--- src/rtl/scan_cmp_pkg.sv ---
package scan_cmp_pkg;
  typedef enum logic [2:0] {
    ST_CAP, ST_SHF, ST_AREQ, ST_CREQ, ST_CRST, ST_DREQ
  } ctl_st_e;
endpackage

--- src/rtl/scan_vote.sv ---
module scan_vote (
  input  logic [2:0] bits_i,
  output logic       mis_o,
  output logic [1:0] sus_o
);
  always_comb begin
    mis_o = !((bits_i[0] == bits_i[1]) && (bits_i[1] == bits_i[2]));
    if (bits_i[0] == bits_i[1])      sus_o = 2'd2;
    else if (bits_i[0] == bits_i[2]) sus_o = 2'd1;
    else                             sus_o = 2'd0;
  end
endmodule

--- src/rtl/mis_ctr.sv ---
module mis_ctr #(
  parameter int W = 2
) (
  input  logic         clk_i,
  input  logic         rst_ni,
  input  logic         clr_i,
  input  logic         inc_i,
  output logic [W-1:0] cnt_o
);
  always_ff @(posedge clk_i or negedge rst_ni) begin
    if (!rst_ni)     cnt_o <= '0;
    else if (clr_i)  cnt_o <= '0;
    else if (inc_i)  cnt_o <= cnt_o + 1'b1;
  end
endmodule

--- src/rtl/scan_cmp_ctrl.sv ---
module scan_cmp_ctrl
  import scan_cmp_pkg::*;
#(
  parameter int CHAIN_LEN = 16,
  parameter int CTRL_BITS = 2,
  parameter int X_TH      = 2,
  parameter int Y_TH      = 5
) (
  input  logic       clk_i,
  input  logic       rst_ni,
  input  logic [2:0] so_i,
  input  logic       req_ack_i,
  output logic       capture_o,
  output logic       shift_o,
  output logic       area_req_o,
  output logic [1:0] area_code_o,
  output logic       ctrl_req_o,
  output logic       ctrl_rst_o,
  output logic       dev_req_o
);
  localparam int PW = (CHAIN_LEN > 1) ? $clog2(CHAIN_LEN) : 1;
  localparam int DW = $clog2(X_TH + 2);
  localparam int GW = $clog2(Y_TH + 2);

  ctl_st_e st_q, st_d;
  logic [PW-1:0] pos_q;
  logic [1:0]    code_q;
  logic          mis, ctrl_zone, hit, dom_over, glob_over, last_pos;
  logic [1:0]    sus;
  logic [DW-1:0] dom_cnt [3];
  logic [DW-1:0] dom_sel;
  logic [GW-1:0] glob_cnt;
  logic          dom_clr, glob_clr;

  scan_vote u_vote (.bits_i(so_i), .mis_o(mis), .sus_o(sus));

  assign ctrl_zone = 32'(pos_q) < CTRL_BITS;
  assign last_pos  = 32'(pos_q) == CHAIN_LEN - 1;
  assign hit       = (st_q == ST_SHF) && mis && !ctrl_zone;

  for (genvar g = 0; g < 3; g++) begin : g_dom
    mis_ctr #(.W(DW)) u_ctr (
      .clk_i (clk_i),
      .rst_ni(rst_ni),
      .clr_i (dom_clr),
      .inc_i (hit && (sus == 2'(g))),
      .cnt_o (dom_cnt[g])
    );
  end

  mis_ctr #(.W(GW)) u_glob (
    .clk_i (clk_i),
    .rst_ni(rst_ni),
    .clr_i (glob_clr),
    .inc_i (hit),
    .cnt_o (glob_cnt)
  );

  always_comb begin
    case (sus)
      2'd0:    dom_sel = dom_cnt[0];
      2'd1:    dom_sel = dom_cnt[1];
      default: dom_sel = dom_cnt[2];
    endcase
  end

  assign dom_over  = dom_sel >= DW'(X_TH);
  assign glob_over = glob_cnt >= GW'(Y_TH);

  always_comb begin
    st_d = st_q;
    case (st_q)
      ST_CAP:  st_d = ST_SHF;
      ST_SHF: begin
        if (mis && ctrl_zone)      st_d = ST_CREQ;
        else if (hit && glob_over) st_d = ST_DREQ; // device wins the tie
        else if (hit && dom_over)  st_d = ST_AREQ;
        else if (last_pos)         st_d = ST_CAP;
      end
      ST_AREQ: if (req_ack_i) st_d = ST_CAP;
      ST_CREQ: if (req_ack_i) st_d = ST_CRST;
      ST_CRST: st_d = ST_CAP;
      ST_DREQ: if (req_ack_i) st_d = ST_CAP;
      default: st_d = ST_CAP;
    endcase
  end

  assign dom_clr  = ((st_q == ST_SHF) && (st_d != ST_SHF)) || (st_q == ST_CRST);
  assign glob_clr = ((st_q == ST_DREQ) && req_ack_i) || (st_q == ST_CRST);

  always_ff @(posedge clk_i or negedge rst_ni) begin
    if (!rst_ni) begin
      st_q   <= ST_CAP;
      pos_q  <= '0;
      code_q <= '0;
    end else begin
      st_q <= st_d;
      if (st_q == ST_CAP)      pos_q <= '0;
      else if (st_q == ST_SHF) pos_q <= pos_q + 1'b1;
      if (st_q == ST_SHF && st_d == ST_AREQ) code_q <= sus;
    end
  end

  assign capture_o   = st_q == ST_CAP;
  assign shift_o     = st_q == ST_SHF;
  assign area_req_o  = st_q == ST_AREQ;
  assign area_code_o = code_q;
  assign ctrl_req_o  = st_q == ST_CREQ;
  assign ctrl_rst_o  = st_q == ST_CRST;
  assign dev_req_o   = st_q == ST_DREQ;
endmodule

--- config.mk ---
export PLATFORM = sky130hd
export DESIGN_NAME = scan_cmp_ctrl
export DESIGN_NICKNAME = d
export VERILOG_FILES = /design/src/rtl/scan_cmp_pkg.sv /design/src/rtl/scan_vote.sv /design/src/rtl/mis_ctr.sv /design/src/rtl/scan_cmp_ctrl.sv
export SDC_FILE = /design/constraint.sdc
export NUM_CORES = 1
export LEC_CHECK = 0
export BUFFER_PORTS_ARGS = -buffer_cell sky130_fd_sc_hd__buf_4
export CAP_MARGIN = 20
export CORE_ASPECT_RATIO = 0.7
export CORE_MARGIN = 4
export CORE_UTILIZATION = 56
export DETAILED_ROUTE_END_ITERATION = 12
export PLACE_DENSITY = 0.8
export SLEW_MARGIN = 0
export SYNTH_ARGS = -nofsm -noshare
export SYNTH_HDL_FRONTEND = slang
export SYNTH_SLANG_ARGS = --single-unit
--- constraint.sdc ---
create_clock -name clk_i -period 2.5 [get_ports clk_i]
set_input_delay 0.25 -clock clk_i [delete_from_list [all_inputs] [get_ports clk_i]]
set_output_delay 0.25 -clock clk_i [all_outputs]
set_load 0.02 [all_outputs]
==> flow_summary.ini <==
[logic_synthesis]
yosys.cell_types.count = 43
ys_warn_count = 0
syn_area_mm2 = 0.00116
syn-num-nets = 135
ys_seq_area_frac = 0.389
synth_area_per_cell_um2 = 9.19
synth_seq_cells = 18
syn_inst = 126

[critical_path]
max_stage_delay_ns = 0.50
cp-end-kind = flip-flop
required_ns = 2.71
cp.arrival_ns = 2.21
cp_cell_sequence = or3b_4, clkinv_4, nand4_2, or4_4, mux2_4
slowest_stage = dfrtp_1
crit_path_start_kind = flip-flop
worstPathMaxFanout = 9
critPathKind = flip-flop to flip-flop

[cts]
htree_levels = 1
post_cts_buffers = 0
cts.sinks = 18
clock_tree.buffer_depth = 2
clk_latency_ns = 0.31
cts_tree = built
cts.repair.resized = 0
cts_buffers = 3
clkSlewWorstSetupHoldPaths_ns = 0.12
clockRootBuffer = clkbuf_4

[global_routing]
grt_pass1_wl_um = 4410
overflow = 0
grt_pass1_vias = 917
grt_max_degree = 19
antenna_found_initial = 0
grtUsageTotal = 0.201

[sta]
fmax_ghz = 0.500
finalMaxSlewViolations = 0
fin_setup_tns_ns = 0
timing.hold.ws_ns = 0.336
setup_violations = 0
max_slew.worst_pin.slew_ns = 0.781
skew_ns = 0.0134
post-route-period-util = 0.801
final_hold_viol_count = 0
max_slew_margin = 0.475
rsz0062_at_grt = false
fin_crit_ns = 2.00

[routing]
wl_per_cell_um = 15.5
via_count = 981
ant_nets = 0
via_per_inst = 6.06
drt-initial-drc-count = 48
routed_wl_um = 2510
post-route-drc-count = 0
drt-pass1-iter-count = 4

[power_and_ir_drop]
total_power_mw = 1.51
power.leakage_nw = 0.572
power_density_mw_per_mm2 = 1150
ir_drop_uv = 932

[floorplanning]
die_h_um = 46.0
num_io_pins = 14
dieWidth_um = 62.3
rows = 13
start_util = 0.608
dieArea_mm2 = 0.00287
coreArea_mm2 = 0.00190

[cells_and_area]
num-fill-cells = 154
diodes = 0
area_growth_pct = 13.4
final_nets = 150
ff_latch_area_um2 = 450
postLayoutCellArea_mm2 = 0.00131
stdcell_count = 162
multi_input_area_um2 = 641
drive_above_1_share = 0.200

[outcome]
outcome = complete, no violations

[hold_path]
min_path_type = input port to asynchronous set/reset pin

[job]
drv_cap = 0

[placement]
portBuffers = 13
placed_area_mm2 = 0.00127
dp_hpwl_um = 1870
gp_congestion = 0.761
placedCellCount = 157
==> where the power goes <==
part	total (mW)	switching, mW	internal [mW]
clock network	0.187	0.0976	0.0890
registers	0.524	0.126	0.398
logic	0.796	0.460	0.336
==> cells in the mapped netlist (all sizes together) <==
master	count	area (um^2)
nor2b	1	6.26
nor2	6	22.5
o21ai	12	60.1
buf	6	31.3
dfrtp	18	450
o22ai	1	6.26
a31oi	1	6.26
a32oi	1	8.76
or3	5	31.3
o31a	1	8.76
or4	1	11.3
o32a	1	10.0
a211oi	3	22.5
nand3b	2	15.0
a22oi	2	15.0
nand2	7	26.3
a21oi	6	30.0
o31ai	1	7.51
mux2	3	41.3
xnor2	6	52.6
or3b	3	28.8
nor3b	3	22.5
or2	1	6.26
ha	3	37.5
a2111oi	2	25.0
and3	1	6.26
clkinv	1	8.76
inv	7	26.3
nand3	5	25.0
nor3	5	25.0
a21boi	1	7.51
nor4	1	6.26
o21bai	1	7.51
nand2b	4	25.0
o21a	2	15.0
xor2	1	8.76
nand4	1	12.5
==> flip-flops by register name, indices dropped and copies added (netlist names) <==
name / flops
pos_q: 4
g_dom.u_ctr.cnt_o: 6
u_glob.cnt_o: 3
area_code_o: 2
st_q: 3
==> through the flow <==
stage	utilization	setup slack, ns
floorplan	-	0.588
global placement	0.665	0.545
detailed placement	0.665	0.488
CTS	0.690	0.493
global route	0.690	0.422
finish	0.690	0.498
==> kinds of logic (layout without fill, tap and decap cells) <==
logic type / count (synthesis) / after routing / share of synthesized area
flops: 18 / 18 / 0.389
simple gates: 46 / 46 / 0.234
buf+inv: 14 / 28 / 0.0573
xor+xnor: 7 / 7 / 0.0530
mux: 3 / 3 / 0.0357
compound gates: 35 / 35 / 0.199
fa+ha+maj: 3 / 3 / 0.0324
==> area by class of cell <==
class / count / share of cell area
multi-input cells: 94 / 0.488
flip-flops and latches: 18 / 0.343
repair buffers: 16 / 0.0934
clock buffers: 4 / 0.0276
inverters: 8 / 0.0267
well taps: 22 / 0.0210
==> layout by cell type (no fill, tap or decap), types with 5 or more instances in the layout <==
cell type,synthesis,layout
dfrtp_1,18,18
buf_4,1,15
inv_1,7,7
o21ai_1,7,7
nand2_1,7,7
nor2_1,6,6
a21oi_1,6,6
xnor2_1,6,6
nand3_1,5,5
or3_1,5,5
nor3_1,5,5
o21ai_0,5,5
==> routing by layer <==
layer  track usage  vias to the layer above  wire length (um)
met5             0                        -                 0
met4        0.0466                        0                20
met3        0.0519                        4                99
met2         0.349                       16              1180
met1         0.255                      475              1210
li1              -                      486                 -
==> critical path, delay by kind of cell, from the launching register on <==
kind	cells	cell delay, ns
mux	1	0.31
simple gates	3	1.02
buf+inv	1	0.07
flops	1	0.50
==> worst paths after layout <==
path                                 from                      end  slack (ns)  cells past startpoint
min in group clk_i              req_ack_i                  st_q[1]        0.37                      4
min reg2reg                area_code_o[1]           area_code_o[1]        0.54                      1
max reg2reg                       st_q[0]           area_code_o[0]        0.50                      5
max                               st_q[0]           area_code_o[0]        0.50                      5
min                                rst_ni  g_dom[2].u_ctr.cnt_o[1]        0.34                      2
max in group asynchronous          rst_ni                  st_q[0]        1.95                      2
==> timing repair <==
action | CTS | global route
endpoints found under the hold margin | 18 | 0
hold buffers | 1 | 0
endpoints found under the setup margin | 0 | 0
No activity file was read; power rests on OpenSTA's default activity.
